`src/rtl/sdd_pkg.sv`:
```
package sdd_pkg;

    // Widest word handled, the narrow mode width, and quotient bits retired per cycle.
    parameter int unsigned MAXW      = 18;
    parameter int unsigned NARW      = 16;
    parameter int unsigned STEP_BITS = 2;

    // Partial-remainder width: two bits of headroom over the widest word.
    localparam int unsigned RW        = MAXW + 2;
    // Joined dividend width: remainder field plus quotient field.
    localparam int unsigned JW        = RW + MAXW;
    localparam int unsigned ITER_NAR  = (NARW + STEP_BITS - 1) / STEP_BITS;
    localparam int unsigned ITER_WIDE = (MAXW + STEP_BITS - 1) / STEP_BITS;
    localparam int unsigned CNT_W     = $clog2(ITER_WIDE + 1);
    localparam int unsigned PAD       = MAXW - NARW;

    typedef logic [MAXW-1:0] word_t;
    typedef logic [RW-1:0]   rem_t;
    typedef logic [MAXW-1:0] quo_t;
    typedef logic [JW-1:0]   joint_t;
    typedef logic [CNT_W-1:0] cnt_t;

    typedef enum logic [2:0] {
        ST_IDLE,
        ST_NDVD,
        ST_NDVS,
        ST_ITER,
        ST_NQUO,
        ST_NREM,
        ST_FIN
    } state_t;

    // Shift/subtract working pair: partial remainder above, quotient below.
    typedef struct packed {
        rem_t rem;
        quo_t quo;
    } work_t;

    // Sign-extend a word of the selected width to remainder width.
    function automatic rem_t sext_word(word_t v, logic wide);
        if (wide)
            return {{(RW-MAXW){v[MAXW-1]}}, v};
        return {{(RW-NARW){v[NARW-1]}}, v[NARW-1:0]};
    endfunction

    function automatic rem_t mag(rem_t x);
        return x[RW-1] ? rem_t'(-x) : x;
    endfunction

    // Zero the bits above the mode width.
    function automatic word_t mask_word(word_t v, logic wide);
        if (wide)
            return v;
        return {{PAD{1'b0}}, v[NARW-1:0]};
    endfunction

    // Build the signed dividend from the split-sign pair, low-word sign bit dropped.
    function automatic joint_t load_joint(word_t a, word_t b, logic wide);
        if (wide)
            return {{(JW-2*MAXW+1){a[MAXW-1]}}, a, b[MAXW-2:0]};
        return {{(JW-2*NARW+1){a[NARW-1]}}, a[NARW-1:0], b[NARW-2:0]};
    endfunction

    // Rejoin the working pair into one signed dividend value.
    function automatic joint_t join_work(work_t w, logic wide);
        if (wide)
            return {w.rem, w.quo};
        return {{(JW-RW-NARW){w.rem[RW-1]}}, w.rem, w.quo[MAXW-1 -: NARW]};
    endfunction

    // Split a dividend so the low field sits left-aligned in the quotient slot.
    function automatic work_t split_work(joint_t j, logic wide);
        work_t w;
        if (wide) begin
            w.rem = j[JW-1 -: RW];
            w.quo = j[MAXW-1:0];
        end else begin
            w.rem = j[NARW +: RW];
            w.quo = {j[NARW-1:0], {PAD{1'b0}}};
        end
        return w;
    endfunction

endpackage

```
`src/rtl/sdd_ovf_check.sv`:
```
module sdd_ovf_check
    import sdd_pkg::*;
(
    input  word_t a_word,
    input  word_t d_word,
    input  logic  wide,
    output logic  dvd_neg,
    output logic  dvs_neg,
    output logic  too_big
);
    rem_t a_sx;
    rem_t d_sx;

    assign a_sx    = sext_word(a_word, wide);
    assign d_sx    = sext_word(d_word, wide);
    assign dvd_neg = a_sx[RW-1];
    assign dvs_neg = d_sx[RW-1];
    // The high word must stay below the divisor for the quotient to fit.
    assign too_big = (mag(a_sx) >= mag(d_sx));

endmodule

```
`src/rtl/sdd_radix_step.sv`:
```
module sdd_radix_step
    import sdd_pkg::*;
(
    input  work_t cur,
    input  rem_t  dvs,
    output work_t nxt
);
    // STEP_BITS restoring shift/subtract stages chained in one cycle.
    always_comb begin
        work_t w;
        rem_t  sh;
        w = cur;
        for (int k = 0; k < int'(STEP_BITS); k++) begin
            sh    = {w.rem[RW-2:0], w.quo[MAXW-1]};
            w.quo = {w.quo[MAXW-2:0], 1'b0};
            if (sh >= dvs) begin
                w.rem    = sh - dvs;
                w.quo[0] = 1'b1;
            end else begin
                w.rem = sh;
            end
        end
        nxt = w;
    end

endmodule

```
`src/rtl/sdd_ctrl.sv`:
```
module sdd_ctrl
    import sdd_pkg::*;
(
    input  logic   clk,
    input  logic   rst,
    input  logic   start,
    input  logic   wide,
    input  logic   ovf_det,
    input  logic   dvd_neg,
    input  logic   dvs_neg,
    output state_t state,
    output logic   wide_q,
    output logic   ovf_q
);
    cnt_t cnt;
    logic dvd_neg_q;
    logic dvs_neg_q;

    always_ff @(posedge clk) begin
        if (rst) begin
            state     <= ST_IDLE;
            cnt       <= '0;
            wide_q    <= 1'b0;
            ovf_q     <= 1'b0;
            dvd_neg_q <= 1'b0;
            dvs_neg_q <= 1'b0;
        end else begin
            unique case (state)
                ST_IDLE: begin
                    if (start) begin
                        wide_q    <= wide;
                        ovf_q     <= ovf_det;
                        dvd_neg_q <= dvd_neg;
                        dvs_neg_q <= dvs_neg;
                        cnt       <= wide ? cnt_t'(ITER_WIDE - 1) : cnt_t'(ITER_NAR - 1);
                        if (ovf_det)      state <= ST_FIN;
                        else if (dvd_neg) state <= ST_NDVD;
                        else if (dvs_neg) state <= ST_NDVS;
                        else              state <= ST_ITER;
                    end
                end
                ST_NDVD: state <= dvs_neg_q ? ST_NDVS : ST_ITER;
                ST_NDVS: state <= ST_ITER;
                ST_ITER: begin
                    if (cnt == '0) begin
                        if (dvd_neg_q ^ dvs_neg_q) state <= ST_NQUO;
                        else if (dvd_neg_q)        state <= ST_NREM;
                        else                       state <= ST_FIN;
                    end else begin
                        cnt <= cnt - 1'b1;
                    end
                end
                ST_NQUO: state <= dvd_neg_q ? ST_NREM : ST_FIN;
                ST_NREM: state <= ST_FIN;
                ST_FIN:  state <= ST_IDLE;
                default: state <= ST_IDLE;
            endcase
        end
    end

    // completion hands control straight back to idle.
    p_fin_to_idle_r6: assert property (@(posedge clk) disable iff (rst)
        (state == ST_FIN) |=> (state == ST_IDLE));

    // a start seen mid-operation must not reload the captured context.
    p_busy_keeps_ctx_r7: assert property (@(posedge clk) disable iff (rst)
        (state != ST_IDLE) |=> ($stable(wide_q) && $stable(dvd_neg_q) && $stable(dvs_neg_q)));

endmodule

```
`src/rtl/split_sign_divider.sv`:
```
module split_sign_divider
    import sdd_pkg::*;
(
    input  logic              clk,
    input  logic              rst,
    input  logic              start,
    input  logic              wide,
    input  logic [MAXW-1:0]   a_in,
    input  logic [MAXW-1:0]   b_in,
    input  logic [MAXW-1:0]   div_in,
    output logic [MAXW-1:0]   a_out,
    output logic [MAXW-1:0]   b_out,
    output logic              ovf,
    output logic              done
);
    state_t state;
    logic   wide_q;
    logic   ovf_q;
    logic   ovf_det;
    logic   dvd_neg;
    logic   dvs_neg;
    work_t  work_q;
    work_t  step_out;
    rem_t   dvs_q;

    sdd_ovf_check u_ovf (
        .a_word  (a_in),
        .d_word  (div_in),
        .wide    (wide),
        .dvd_neg (dvd_neg),
        .dvs_neg (dvs_neg),
        .too_big (ovf_det)
    );

    sdd_ctrl u_ctrl (
        .clk     (clk),
        .rst     (rst),
        .start   (start),
        .wide    (wide),
        .ovf_det (ovf_det),
        .dvd_neg (dvd_neg),
        .dvs_neg (dvs_neg),
        .state   (state),
        .wide_q  (wide_q),
        .ovf_q   (ovf_q)
    );

    sdd_radix_step u_step (
        .cur (work_q),
        .dvs (dvs_q),
        .nxt (step_out)
    );

    always_ff @(posedge clk) begin
        if (rst) begin
            work_q <= '0;
            dvs_q  <= '0;
            a_out  <= '0;
            b_out  <= '0;
            ovf    <= 1'b0;
            done   <= 1'b0;
        end else begin
            done <= 1'b0;
            unique case (state)
                ST_IDLE: begin
                    if (start) begin
                        dvs_q <= sext_word(div_in, wide);
                        if (ovf_det) begin
                            work_q.rem <= {{(RW-MAXW){1'b0}}, mask_word(a_in, wide)};
                            work_q.quo <= mask_word(b_in, wide);
                        end else begin
                            work_q <= split_work(load_joint(a_in, b_in, wide), wide);
                        end
                    end
                end
                ST_NDVD: work_q <= split_work(joint_t'(-join_work(work_q, wide_q)), wide_q);
                ST_NDVS: dvs_q <= rem_t'(-dvs_q);
                ST_ITER: work_q <= step_out;
                ST_NQUO: work_q.quo <= quo_t'(-work_q.quo);
                ST_NREM: work_q.rem <= rem_t'(-work_q.rem);
                ST_FIN: begin
                    a_out <= mask_word(work_q.rem[MAXW-1:0], wide_q);
                    b_out <= mask_word(work_q.quo, wide_q);
                    ovf   <= ovf_q;
                    done  <= 1'b1;
                end
                default: ;
            endcase
        end
    end

    // the partial remainder stays below the divisor magnitude throughout iteration.
    p_rem_bound_r3: assert property (@(posedge clk) disable iff (rst)
        (state == ST_ITER) |-> (work_q.rem < dvs_q));

    // completion is a single-cycle pulse.
    p_done_pulse_r6: assert property (@(posedge clk) disable iff (rst)
        done |=> !done);

    // results and flag only move on the edge that raises done.
    p_hold_results_r6: assert property (@(posedge clk) disable iff (rst)
        !done |-> ($stable(a_out) && $stable(b_out) && $stable(ovf)));

    // a flagged overflow leaves the remainder field with no bits above the word.
    p_ovf_word_r4: assert property (@(posedge clk) disable iff (rst)
        (state == ST_FIN && ovf_q) |-> (work_q.rem[RW-1:MAXW] == '0));

endmodule

```
`config.mk`:
```
export PLATFORM = sky130hd
export DESIGN_NAME = split_sign_divider
export DESIGN_NICKNAME = d
export VERILOG_FILES = /design/src/rtl/sdd_pkg.sv /design/src/rtl/sdd_ovf_check.sv /design/src/rtl/sdd_radix_step.sv /design/src/rtl/sdd_ctrl.sv /design/src/rtl/split_sign_divider.sv
export SDC_FILE = /design/constraint.sdc
export NUM_CORES = 1
export LEC_CHECK = 0
export ABC_AREA = 1
export BUFFER_PORTS_ARGS = -buffer_cell sky130_fd_sc_hd__buf_2
export CAP_MARGIN = 20
export CORE_MARGIN = 5
export CORE_UTILIZATION = 50
export DETAILED_ROUTE_END_ITERATION = 8
export MAX_ROUTING_LAYER = met4
export PLACE_DENSITY = 0.79
export SLEW_MARGIN = 25
export SYNTH_ARGS = -nofsm -noshare
export SYNTH_HDL_FRONTEND = slang
export SYNTH_HIERARCHICAL = 1
export SYNTH_SLANG_ARGS = --single-unit
```
`constraint.sdc`:
```
create_clock -name clk -period 6.34 [get_ports clk]
set_input_delay 0.951 -clock clk [delete_from_list [all_inputs] [get_ports clk]]
set_output_delay 0.951 -clock clk [all_outputs]
set_load 0.005 [all_outputs]
```
# == After elaboration in Yosys (flattened, before gate mapping) ==
# Cells that the tools add are included.
# W data, S select, Z words.
# classes
addsub,9
n_mul,0
div,0
n_lt_le_gt_ge,3
eq_ne,9
shift,0
mux,64
n_bitwise,1
n_reduce_logical,12
# ops
op,count
$mux W38,10
$mux W20,9
$mux W18,8
$neg A20 Y20,4
$pmux W20 S4,1
$pmux W18 S4,1
$ge A20 B20 Y1,3
$pmux W20 S2,1
$neg A38 Y38,1
$mux W1,22
$sub A20 B20 Y20,1
$mux W19,1
$sub A19 B19 Y19,1
$neg A18 Y18,1
$pmux W3 S6,1
$mux W3,5
$mux W4,3
$reduce_and A2 Y1,5
$eq A3 B3 Y1 const B,3
$pmux W4 S2,1
$reduce_bool A4 Y1,2
$eq A3 B2 Y1 const B,2
$logic_not A4 Y1,1
$ne A2 B2 Y1 const B,2
other kinds (8),9
# totals
ff_bits,107
latchBits,0
ram_bits,0
romBits,0
in_bits,58
out_inout_bits,38
word_cells,111
mem_count,0

# == Longest topological paths before layout ==
# logic_depth
depth_word,14
ltp_mapped,34
depth_no_buf,33

# == Hierarchy ==
# Netlist, hierarchy kept.
# modules_own_cells
module,n_inst,cells_per_inst,area_per_inst_um2,seq_area_each_um2
split_sign_divider,1,1386,7961.4,1921.8
sdd_radix_step,1,581,3176.8,0.0
sdd_ovf_check,1,287,1515.2,0.0
sdd_ctrl,1,98,668.1,220.2

# == Worst setup path before layout ==
# Ideal clock, no wire load.
# synth_timing
path_kind,register -> register
startpoint,register work_q[17] (netlist bit)
endpoint,register work_q[19] (netlist bit)
setup_time_ps,120
t_arrival_ps,3724
t_required_ps,6220
path_slack_ps,2497
path_stages_with_launch,31
path_buffers,3
synth_period_minus_slack_ps,3843
path_cell_list,dfxtp_1 -> inv_1 -> ha_1 -> inv_1 -> fa_1 -> nand3_2 -> nand3_2 -> nand2_2 -> nand2_2 -> nand2_2 -> nand2_2 -> nand2_2 -> buf_6 -> buf_8 -> nand3b_1 -> and2_1 -> ha_1 -> nand2_1 -> nor2_1 -> inv_1 -> nor2_1 -> nand3_1 -> nand4_1 -> inv_1 -> buf_6 -> nand3_1 -> nand2_1 -> a221oi_1 -> nand3_1 -> nand2_1 -> a21oi_1
# synth_rtl
element,line,text
start: declaration,split_sign_divider.sv:22,work_t work_q;
start signal: assignment,split_sign_divider.sv:72,"work_q <= split_work(load_joint(a_in, b_in, wide), wide);"
start signal: assignment,split_sign_divider.sv:76,"ST_NDVD: work_q <= split_work(joint_t'(-join_work(work_q, wide_q)), wide_q);"
start signal: assignment,split_sign_divider.sv:78,ST_ITER: work_q <= step_out;

==> metrics.csv <==
stage,metric,value,unit
logic_synthesis,syn_inst,2352,
worst_setup_path,cp_slowest_cell,nand2_1,
status,status,"complete, no violations",
floorplan,ios,96,
cts,path_clk_slew,0.09,ns
timing,slew_viol_final,0,
logic_synthesis,synth_area,13320,um^2
floorplan,std_cell_rows,59,
grt,grt_pass1_vias,14140,
place,place.port_buffers,95,
drt,firstDrtPassIters,8,
floorplan,die_w,173.2,um
layout,drive_gt1_share,9.675,%
worst_setup_path,path_max_fanout,21,
worst_setup_path,cp.required,6.56,ns
drt,remaining_drc_errors,0,
floorplan,core,26130,um^2
drt,final_antenna_net_count,0,
min_path,hold_class,reg2reg,
timing,fin_skew,0.01897,ns
cts,clock-sinks,107,
cts,root_buffer,clkbuf_16,
drt,wl,50130,um
worst_setup_path,r2r_start,work_q[17],
timing,hold_viol,0,
timing,final-setup-viol-count,0,
worst_setup_path,path_delay_family,simple AND/OR/NAND/NOR gates,
layout,syn_to_final_growth,6.424,%
worst_setup_path,rrSetupSlack,0.58,ns
drt,first_iter_violations,2027,
worst_setup_path,crit_type,reg2reg,
layout,antennaDiodeCount,0,
logic_synthesis,synth-seq-cells,107,
worst_setup_path,end_kind,flop,
worst_setup_path,max_stage_delay,0.62,ns
cts,ctsResizeCount,0,
timing,tns,0,ns
drt,routed_via_density,5.834,
worst_setup_path,worst_ep_arrival_time,5.99,ns
logic_synthesis,async_reset_ff_share,0,%
logic_synthesis,seq_area_frac_synth,16.08,%
worst_setup_path,worstSetupStartpointType,flop,
worst_setup_path,path_depth,29,
place,routabilityCongestion,1.093,
timing,rsz0062_at_grt,no,
worst_setup_path,regToRegEndpoint,work_q[24],
flow_run,maxCapViolCount,0,
layout,mostFrequentLayoutCell,nand2_1,
timing,worstMarginPinSlew,1.026,ns
cts,cts_setup_buffers,0,
cts,clockBufferDepth,2,
timing,layout_min_cycle_time,5.764,ns
floorplan,chipHeight,173.2,um
grt,grt_pass1_wl,77860,um
worst_setup_path,ff2ff_path_depth,29,
logic_synthesis,yosys.cell_types.count,56,
floorplan,dieArea,30010,um^2
worst_setup_path,crit_path_end,work_q[24],
timing,maxSlewHeadroom,31.36,%
layout,most-common-layout-cells,"nand2_1 (762), inv_1 (263), nand3_1 (228), nor2_1 (182), a21oi_1 (152)",
grt,grt_max_degree,77,
logic_synthesis,synth_ff_type,dfxtp_1,
logic_synthesis,synth_edf_count,0,
cts,cts_tree,built,
cts,clk_latency,0.37,ns
place,hpwl,39890,um
cts,htreeDepth,3,
grt,grtUsageTotal,32.92,%
drt,detail_route.wl_per_cell,18.34,um
cts,cts_buffers,9,
grt,grt_overflow_total,0,
grt,antenna_found_initial,0,
cts,cts-hold-fix-buffers,0,
layout,fin_nets,2521,
timing,timing.final.crit_share,90.92,%
floorplan,start_util,50.98,%
worst_setup_path,crit_top_cell,nand2_1,
worst_setup_path,worstSetupStartpoint,work_q[17],
worst_setup_path,critical_path_buf_inv_count,5,
logic_synthesis,ys.warnings.count,6,
logic_synthesis,synth.avg_cell_area,5.664,um^2
drt,vias,15950,
timing,max_freq,0.1735,GHz
[state kept, by name (all words and copies together), names as in the netlist]
name	cells
a_out	18
b_out	18
done	1
dvs_q	20
ovf	1
u_ctrl/cnt	4
u_ctrl/dvd_neg_q	1
u_ctrl/dvs_neg_q	1
u_ctrl/ovf_q	1
u_ctrl/state	3
u_ctrl/wide_q	1
work_q	38
[worst register-to-register path: cells and delay by family, from the launching register on]
family	cells	cell delay, ns
simple gates	19	2.91
buf+inv	5	1.01
compound gates	2	0.41
fa+ha+maj	3	0.89
flops	1	0.42
[per-layer routing]
| metal | GRT usage (%) | vias to the layer above | share of wire (%) |
|---|---|---|---|
| met2 | 47.20 | 876 | 41 |
| met5 | - | - | 0 |
| met1 | 48.80 | 7242 | 45 |
| li1 | - | 7754 | - |
| met3 | 5.780 | 73 | 12 |
| met4 | 5.853 | 0 | 1.6 |
[cell usage after synthesis (20+ instances only)]
master	count	area share [%]
inv_1	263	7.4
xor2_1	51	3.4
nand3_1	229	8.6
a31oi_1	28	1.3
dfxtp_1	107	16
nand3b_1	34	1.9
nor3_1	21	0.79
nand4_1	44	2.1
buf_4	20	1.1
o21ai_0	136	5.1
ha_1	67	6.3
and2_1	20	0.94
a21oi_1	152	5.7
nand2_2	23	1.1
nand2_1	762	21
nor2_2	25	1.2
clkbuf_1	41	1.2
nor2_1	184	5.2
[worst min path at each step]
stage                            start           end  slack [ns]  depth (start not counted)
after floorplan           u_ctrl/ovf_q  u_ctrl/ovf_q        0.42                          2
after global placement    u_ctrl/ovf_q  u_ctrl/ovf_q        0.44                          2
after detailed placement  u_ctrl/ovf_q  u_ctrl/ovf_q        0.45                          2
after CTS                 u_ctrl/ovf_q  u_ctrl/ovf_q        0.46                          2
after global routing      u_ctrl/ovf_q  u_ctrl/ovf_q        0.51                          2
final                     u_ctrl/ovf_q  u_ctrl/ovf_q        0.46                          2
[stage by stage]
step / cell area (um^2) / util [%] / cells / setup WS, ns / hold WS (ns)
2_1_floorplan: 13330 / - / 2354 / 2.497 / 0.4235
3_3_place_gp: 13870 / 53.09 / 2718 / 0.9096 / 0.4435
3_5_place_dp: 13870 / 53.09 / 2718 / 0.7535 / 0.4465
4_1_cts: 14170 / 54.23 / 2733 / 0.7103 / 0.4596
5_1_grt: 14180 / 54.25 / 2733 / 0.1074 / 0.5065
6_report: 14180 / 54.25 / 2733 / 0.5757 / 0.4596
[cells by family after synthesis]
kind of cell	after synthesis	synth area share, %
buf+inv	360	11.65
flops	107	16.08
xor+xnor	65	4.330
simple gates	1376	45.87
fa+ha+maj	69	6.593
other cells	2	0.05637
compound gates	373	15.42
[area by class of cell]
class	instances	area, um^2
clock buffers	9	225.2
fillers	2790	11960
inverters	271	1017
repair buffers	118	648.1
flip-flops and latches	107	2143
clock inverters	6	73.82
multi-input cells	1887	9651
well taps	335	419.2
Power is left out: the tool's default activity adds up to more than one toggle a clock period on the data nets, which glitch-free logic cannot reach.
